**src/rtl/pic_cmd_pkg.sv**
```systemverilog
package pic_cmd_pkg;

  typedef enum logic [1:0] {
    ST_RUN  = 2'd0,
    ST_VEC  = 2'd1,
    ST_CASC = 2'd2,
    ST_MODE = 2'd3
  } init_st_e;

  typedef enum logic [2:0] {
    OP_RAEOI_OFF  = 3'd0,
    OP_EOI_NS     = 3'd1,
    OP_NOP        = 3'd2,
    OP_EOI_SP     = 3'd3,
    OP_RAEOI_ON   = 3'd4,
    OP_EOI_NS_ROT = 3'd5,
    OP_SET_PRIO   = 3'd6,
    OP_EOI_SP_ROT = 3'd7
  } op_e;

  typedef struct packed {
    logic sfnm;
    logic aeoi;
    logic single;
    logic need_mode;
  } mode_t;

endpackage

```
**src/rtl/pic_init_fsm.sv**
```systemverilog
module pic_init_fsm
  import pic_cmd_pkg::*;
#(
  parameter int DW = 8,
  parameter int LW = 3
) (
  input  logic          clk,
  input  logic          rst_n,
  input  logic          start,
  input  logic          ctl_wr,
  input  logic [DW-1:0] wdata,
  output init_st_e      st,
  output logic [DW-1:0] vec_base,
  output mode_t         mode
);

  always_ff @(posedge clk) begin
    if (!rst_n) begin
      st       <= ST_RUN;
      vec_base <= '0;
      mode     <= '0;
    end else if (start) begin
      st             <= ST_VEC;
      vec_base       <= '0;
      mode.sfnm      <= 1'b0;
      mode.aeoi      <= 1'b0;
      mode.single    <= wdata[1];
      mode.need_mode <= wdata[0];
    end else if (ctl_wr) begin
      unique case (st)
        ST_VEC: begin
          vec_base <= {wdata[DW-1:LW], {LW{1'b0}}};
          if (mode.single) st <= mode.need_mode ? ST_MODE : ST_RUN;
          else             st <= ST_CASC;
        end
        ST_CASC: st <= mode.need_mode ? ST_MODE : ST_RUN;
        ST_MODE: begin
          mode.sfnm <= wdata[4];
          mode.aeoi <= wdata[1];
          st        <= ST_RUN;
        end
        default: ;
      endcase
    end
  end

endmodule

```
**src/rtl/pic_op_dec.sv**
```systemverilog
module pic_op_dec
  import pic_cmd_pkg::*;
#(
  parameter int NL = 8,
  localparam int LW = $clog2(NL)
) (
  input  logic          op_wr,
  input  logic [2:0]    op_code,
  input  logic [LW-1:0] op_line,
  input  logic          top_vld,
  input  logic [LW-1:0] top_line,
  output logic [NL-1:0] clr,
  output logic          rot_ld,
  output logic [LW-1:0] rot_val,
  output logic          raeoi_ld,
  output logic          raeoi_val
);

  localparam logic [NL-1:0] ONE = {{(NL-1){1'b0}}, 1'b1};

  op_e op;
  assign op = op_e'(op_code);

  always_comb begin
    clr       = '0;
    rot_ld    = 1'b0;
    rot_val   = op_line + 1'b1;
    raeoi_ld  = 1'b0;
    raeoi_val = op_code[2];
    if (op_wr) begin
      unique case (op)
        OP_RAEOI_OFF, OP_RAEOI_ON: raeoi_ld = 1'b1;
        OP_EOI_NS, OP_EOI_NS_ROT: begin
          if (top_vld) begin
            clr     = ONE << top_line;
            rot_ld  = (op == OP_EOI_NS_ROT);
            rot_val = top_line + 1'b1;
          end
        end
        OP_EOI_SP:     clr = ONE << op_line;
        OP_SET_PRIO:   rot_ld = 1'b1;
        OP_EOI_SP_ROT: begin
          clr    = ONE << op_line;
          rot_ld = 1'b1;
        end
        default: ;
      endcase
    end
  end

endmodule

```
**src/rtl/pic_rd_path.sv**
```systemverilog
module pic_rd_path #(
  parameter int DW = 8,
  parameter int LW = 3
) (
  input  logic          clk,
  input  logic          rst_n,
  input  logic          rd,
  input  logic          addr,
  input  logic          poll,
  input  logic          rd_isr,
  input  logic [DW-1:0] pend,
  input  logic [DW-1:0] insvc,
  input  logic [DW-1:0] mask,
  input  logic          win_vld,
  input  logic [LW-1:0] win_line,
  output logic [DW-1:0] rdata,
  output logic          ack
);

  assign ack = rd && poll && win_vld;

  always_ff @(posedge clk) begin
    if (!rst_n) begin
      rdata <= '0;
    end else if (rd) begin
      if (poll)       rdata <= win_vld ? {1'b1, {(DW-1-LW){1'b0}}, win_line} : '0;
      else if (!addr) rdata <= rd_isr ? insvc : pend;
      else            rdata <= mask;
    end
  end

endmodule

```
**src/rtl/pic_cmd_if.sv**
```systemverilog
module pic_cmd_if
  import pic_cmd_pkg::*;
#(
  parameter int NL = 8,
  localparam int LW = $clog2(NL)
) (
  input  logic          clk,
  input  logic          rst_n,
  input  logic          host_wr,
  input  logic          host_rd,
  input  logic          host_addr,
  input  logic [NL-1:0] host_wdata,
  output logic [NL-1:0] host_rdata,
  input  logic [NL-1:0] pend_i,
  input  logic [NL-1:0] insvc_i,
  input  logic          win_vld_i,
  input  logic [LW-1:0] win_line_i,
  input  logic          top_isr_vld_i,
  input  logic [LW-1:0] top_isr_line_i,
  output logic          init_clr_o,
  output logic [NL-1:0] isr_clr_o,
  output logic          ack_o,
  output logic [LW-1:0] ack_line_o,
  output logic [NL-1:0] mask_o,
  output logic [LW-1:0] rot_base_o,
  output logic [NL-1:0] vec_base_o,
  output logic          single_o,
  output logic          sfnm_o,
  output logic          aeoi_o,
  output logic          rot_aeoi_o,
  output logic          spec_mask_o,
  output logic          init_busy_o
);

  logic     start, rdcmd, op_wr, ctl_wr;
  logic     poll_q, rd_isr_q;
  logic     rot_ld, raeoi_ld, raeoi_val;
  logic [LW-1:0] rot_val;
  init_st_e st;
  mode_t    mode;

  assign ctl_wr = host_wr && host_addr;
  assign start  = host_wr && !host_addr && host_wdata[4];
  assign rdcmd  = host_wr && !host_addr && !host_wdata[4] && host_wdata[3];
  assign op_wr  = host_wr && !host_addr && !host_wdata[4] && !host_wdata[3];

  pic_init_fsm #(.DW(NL), .LW(LW)) u_fsm (
    .clk(clk), .rst_n(rst_n), .start(start), .ctl_wr(ctl_wr),
    .wdata(host_wdata), .st(st), .vec_base(vec_base_o), .mode(mode)
  );

  pic_op_dec #(.NL(NL)) u_dec (
    .op_wr(op_wr), .op_code(host_wdata[7:5]), .op_line(host_wdata[LW-1:0]),
    .top_vld(top_isr_vld_i), .top_line(top_isr_line_i),
    .clr(isr_clr_o), .rot_ld(rot_ld), .rot_val(rot_val),
    .raeoi_ld(raeoi_ld), .raeoi_val(raeoi_val)
  );

  pic_rd_path #(.DW(NL), .LW(LW)) u_rd (
    .clk(clk), .rst_n(rst_n), .rd(host_rd), .addr(host_addr),
    .poll(poll_q), .rd_isr(rd_isr_q), .pend(pend_i), .insvc(insvc_i),
    .mask(mask_o), .win_vld(win_vld_i), .win_line(win_line_i),
    .rdata(host_rdata), .ack(ack_o)
  );

  always_ff @(posedge clk) begin
    if (!rst_n || start) begin
      mask_o      <= '0;
      rot_base_o  <= '0;
      poll_q      <= 1'b0;
      rd_isr_q    <= 1'b0;
      spec_mask_o <= 1'b0;
      rot_aeoi_o  <= 1'b0;
    end else begin
      if (ctl_wr && st == ST_RUN) mask_o <= host_wdata;
      if (host_rd)  poll_q <= 1'b0;
      if (rdcmd) begin
        if (host_wdata[2]) poll_q      <= 1'b1;
        if (host_wdata[1]) rd_isr_q    <= host_wdata[0];
        if (host_wdata[6]) spec_mask_o <= host_wdata[5];
      end
      if (rot_ld)   rot_base_o <= rot_val;
      if (raeoi_ld) rot_aeoi_o <= raeoi_val;
    end
  end

  assign init_clr_o  = start;
  assign ack_line_o  = ack_o ? win_line_i : '0;
  assign single_o    = mode.single;
  assign sfnm_o      = mode.sfnm;
  assign aeoi_o      = mode.aeoi;
  assign init_busy_o = (st != ST_RUN);

endmodule

```
**config.mk**
```make
export PLATFORM = sky130hd
export DESIGN_NAME = pic_cmd_if
export DESIGN_NICKNAME = d
export VERILOG_FILES = /design/src/rtl/pic_cmd_pkg.sv /design/src/rtl/pic_init_fsm.sv /design/src/rtl/pic_op_dec.sv /design/src/rtl/pic_rd_path.sv /design/src/rtl/pic_cmd_if.sv
export SDC_FILE = /design/constraint.sdc
export NUM_CORES = 1
export LEC_CHECK = 0
export BUFFER_PORTS_ARGS = -buffer_cell sky130_fd_sc_hd__buf_2
export CAP_MARGIN = 30
export CELL_PAD_IN_SITES_DETAIL_PLACEMENT = 1
export CELL_PAD_IN_SITES_GLOBAL_PLACEMENT = 1
export CORE_MARGIN = 4
export CORE_UTILIZATION = 34
export CTS_BUF_LIST = sky130_fd_sc_hd__clkbuf_8 sky130_fd_sc_hd__clkbuf_16
export DETAILED_ROUTE_END_ITERATION = 7
export GPL_TIMING_DRIVEN = 0
export PLACE_DENSITY_LB_ADDON = 0.05
export REMOVE_ABC_BUFFERS = 1
export SLEW_MARGIN = 15
export SYNTH_ARGS = -nofsm -noshare
export SYNTH_HDL_FRONTEND = slang
export SYNTH_SLANG_ARGS = --single-unit
```
**constraint.sdc**
```tcl
create_clock -name clk -period 1.7 [get_ports clk]
set_input_delay 0.085 -clock clk [delete_from_list [all_inputs] [get_ports clk]]
set_output_delay 0.085 -clock clk [all_outputs]
set_load 0.01 [all_outputs]
```
==> run metrics <==
outcome finished, final reports clean; #FFs+latches synth 34; drt total wl approximately 5.5 mm; count of mapped cells out of synthesis between 200 and 250; Overall Power about 1.9 mW; Die Width 83.3 um; Hold Worst Slack around 0.022 ns; GR Layer Usage met3 about 5.7%; fraction of layout instances using a drive strength above 1 between 20% and 30%; Synth cell types 29; Antenna Cells 0; final instance area 2460 um2; met1 Resource Use GR between 10% and 20%; Clk Latency, worst-skew pair ~0.28 ns; total number of clock tree sinks 34; TritonCTS buffer count 5; first-pass iteration count of the detailed router 4; HPWL after DPL 4.23 mm; last weighted congestion value of the routability-driven placer a little under 0.8; Worst Path Class, Setup input pin to flip-flop; unrepaired setup endpoints after global routing no; peak fanout along the critical path 23; met2 Usage GRT 25.9%; detailed-route via count 1,818; number of DRC violations after detailed-routing iteration 0 87; Top Usage Layer GRT met2; number of antenna violations at the first check in global routing 0; fraction of the core area covered by cells at the end of the flow between 40 and 50%; critical path's slowest cell sky130_fd_sc_hd__or4b_4; Final Hold Vio Count 0; Core ar. about 5500 um2; Min Clock Period, post-route about 1.5 ns; slew at the pin closest to its max-slew limit 0.878 ns; CTS clock-pin slew for the worst setup and hold paths about 0.07 ns; H-tree depth 2; required time at the endpoint of the critical path between 1.5 and 2 ns; residual overflow from global routing 0; Critical Path, Cell by Cell buf_2 > or4b_4 > or3b_1 > mux2i_1 > nor2_1; count of boundary I/O pins a little over 80; WP data arrival 1.64 ns; Final setup violation count 0; filler-free cell count of the finished design 375; synthesized area around 1900 um2; wire length of the first global-routing pass 8.91 mm; max_cap viols 0; largest stage delay on the critical path roughly 0.6 ns; number of global-route vias before repair between 1,500 and 2,000; initial standard-cell utilization of the core 35.0%; count of input and output buffers 79; die height ~83 um; total global routing track utilization 15.7%; worst-case clock buffer depth 2; fillcell total between 700 and 800; Synth Warn # 0; Worst setup SP type input pin; power density over the cells between 700 and 800 nW/um2; Core Rows 27; Fmax achieved 664 MHz; worst voltage drop across the vdd grid about 0.3 mV; syn_area_per_cell between 8 and 9 um2; Placed Cells around 370; leakage 1.24 nW; post-route DRC violation count 0; smallest setup slack after layout a little under 0.2 ns; type of the worst min-delay path input pin to flip-flop; Seq/Total Area, Yosys 35.3%; average detailed-routed wire length per instance approximately 15 um; Worst Setup Slack post-DPL -0.252 ns; synthesis-to-layout area growth 27.9%; final antenna-violating net count 0; CTS tree built; crit end category flip-flop; largest net degree at the start of global routing 24; Post-Route Setup TNS 0 ns; headroom to the max-slew limit about two fifths; skew final between 0.003 and 0.004 ns; Avg Vias per Cell just under 5; Area after DPL 2340 um2; die area roughly 6900 um2; number of nets in the layout about 360; Final Slew Violations 0; post-route clock period utilization 88.6%; CTS Root Cell sky130_fd_sc_hd__clkbuf_8
[final timing paths]
| check | slack (ns) | start | endpoint | cells past startpoint |
|---|---|---|---|---|
| worst max-delay path | 0.19 | host_addr | rot_base_o[2] | 5 |
| worst min-delay path | 0.02 | host_rd | u_rd.rdata[7] | 2 |
| worst max register to register | 0.30 | u_fsm.st[0] | mask_o[7] | 5 |
| worst min register to register | 0.47 | spec_mask_o | spec_mask_o | 2 |
[timing repair]
action,4_1_cts,5_1_grt
hold endpoints to repair,0,0
hold buffers,0,0
setup buffers,0,0
endpoints found under the setup margin,0,6
resized for setup,0,2
[Yosys cell counts]
cell | instances | area, um2
sky130_fd_sc_hd__clkbuf_1 | 10 | 37.5
sky130_fd_sc_hd__buf_4 | 4 | 30.0
sky130_fd_sc_hd__and2_1 | 4 | 25.0
sky130_fd_sc_hd__a32oi_1 | 5 | 43.8
sky130_fd_sc_hd__and3_1 | 3 | 18.8
sky130_fd_sc_hd__nor2_1 | 35 | 131
sky130_fd_sc_hd__o221ai_1 | 1 | 8.76
sky130_fd_sc_hd__dfxtp_1 | 34 | 681
sky130_fd_sc_hd__nand3_1 | 5 | 25.0
sky130_fd_sc_hd__mux2_2 | 1 | 11.3
sky130_fd_sc_hd__ha_1 | 16 | 200
sky130_fd_sc_hd__clkinv_1 | 1 | 3.75
sky130_fd_sc_hd__inv_1 | 12 | 45.0
sky130_fd_sc_hd__mux2i_1 | 26 | 260
sky130_fd_sc_hd__or4b_1 | 1 | 10.0
sky130_fd_sc_hd__conb_1 | 1 | 3.75
sky130_fd_sc_hd__or3b_1 | 1 | 8.76
sky130_fd_sc_hd__o21ai_0 | 11 | 55.1
sky130_fd_sc_hd__buf_2 | 2 | 10.0
sky130_fd_sc_hd__a21oi_1 | 14 | 70.1
sky130_fd_sc_hd__nor3_1 | 2 | 10.0
sky130_fd_sc_hd__nor4bb_1 | 1 | 10.0
sky130_fd_sc_hd__nand2_1 | 21 | 78.8
sky130_fd_sc_hd__nand3b_1 | 1 | 7.51
sky130_fd_sc_hd__and3b_1 | 1 | 8.76
sky130_fd_sc_hd__a21boi_0 | 5 | 37.5
sky130_fd_sc_hd__o311a_1 | 1 | 10.0
sky130_fd_sc_hd__nor2b_1 | 4 | 25.0
sky130_fd_sc_hd__a22oi_1 | 8 | 60.1
[cell usage in the layout (no fill, tap or decap), types with 4 or more instances in the layout]
cell / instances
sky130_fd_sc_hd__a21boi_0: 5
sky130_fd_sc_hd__a21oi_1: 14
sky130_fd_sc_hd__a22oi_1: 8
sky130_fd_sc_hd__a32oi_1: 5
sky130_fd_sc_hd__and2_1: 4
sky130_fd_sc_hd__buf_2: 79
sky130_fd_sc_hd__clkbuf_8: 6
sky130_fd_sc_hd__dfxtp_1: 34
sky130_fd_sc_hd__ha_1: 16
sky130_fd_sc_hd__inv_1: 12
sky130_fd_sc_hd__mux2i_1: 26
sky130_fd_sc_hd__nand2_1: 21
sky130_fd_sc_hd__nand3_1: 4
sky130_fd_sc_hd__nor2_1: 35
sky130_fd_sc_hd__nor2b_1: 4
sky130_fd_sc_hd__o21ai_0: 11
[sequential cells by signal, indices dropped and copies added, names as in the netlist]
name            count
rot_base_o          3
rd_isr_q            1
mask_o              8
u_rd.rdata          8
spec_mask_o         1
u_fsm.mode          4
u_fsm.st            2
rot_aeoi_o          1
u_fsm.vec_base      5
poll_q              1
[layout make-up]
| cell class | instances | area [um2] | area share [%] |
|---|---|---|---|
| clock buffer | 6 | 82.6 | 3.35 |
| clock inverter | 1 | 30.0 | 1.22 |
| inverter | 13 | 48.8 | 1.98 |
| multi-input combinational | 170 | 1140 | 46.1 |
| sequential | 34 | 681 | 27.6 |
| tap | 72 | 90.1 | 3.66 |
| timing repair buffer | 79 | 395 | 16.0 |
[per-layer routing]
metal  up-vias  share of wire [%]
met1       823                 47
met2        63                 46
met3         5                6.6
met5         -                  0
met4         0               0.70
li1        927                  -
[critical path, delay by kind of cell]
family	cells	cell delay (ns)
AND/OR/NAND/NOR	3	1.14
buffers and inverters	1	0.23
multiplexers	1	0.18
[kinds of logic after synthesis]
group	after synthesis	synth area share, %
and+or+nand+nor	79	18.6
other	1	0.195
AOI/OAI and AO/OA	45	14.8
adders and majority gates	16	10.4
buffers and inverters	29	6.56
DFF	34	35.3
muxes	27	14.1
[where the power goes]
| group | total (mW) | switching [mW] | internal (mW) |
|---|---|---|---|
| clock network | 0.749 | 0.280 | 0.469 |
| logic | 0.273 | 0.160 | 0.113 |
| registers | 0.842 | 0.0195 | 0.822 |
| total | 1.86 | 0.460 | 1.40 |
No activity file was read; power rests on OpenSTA's default activity.
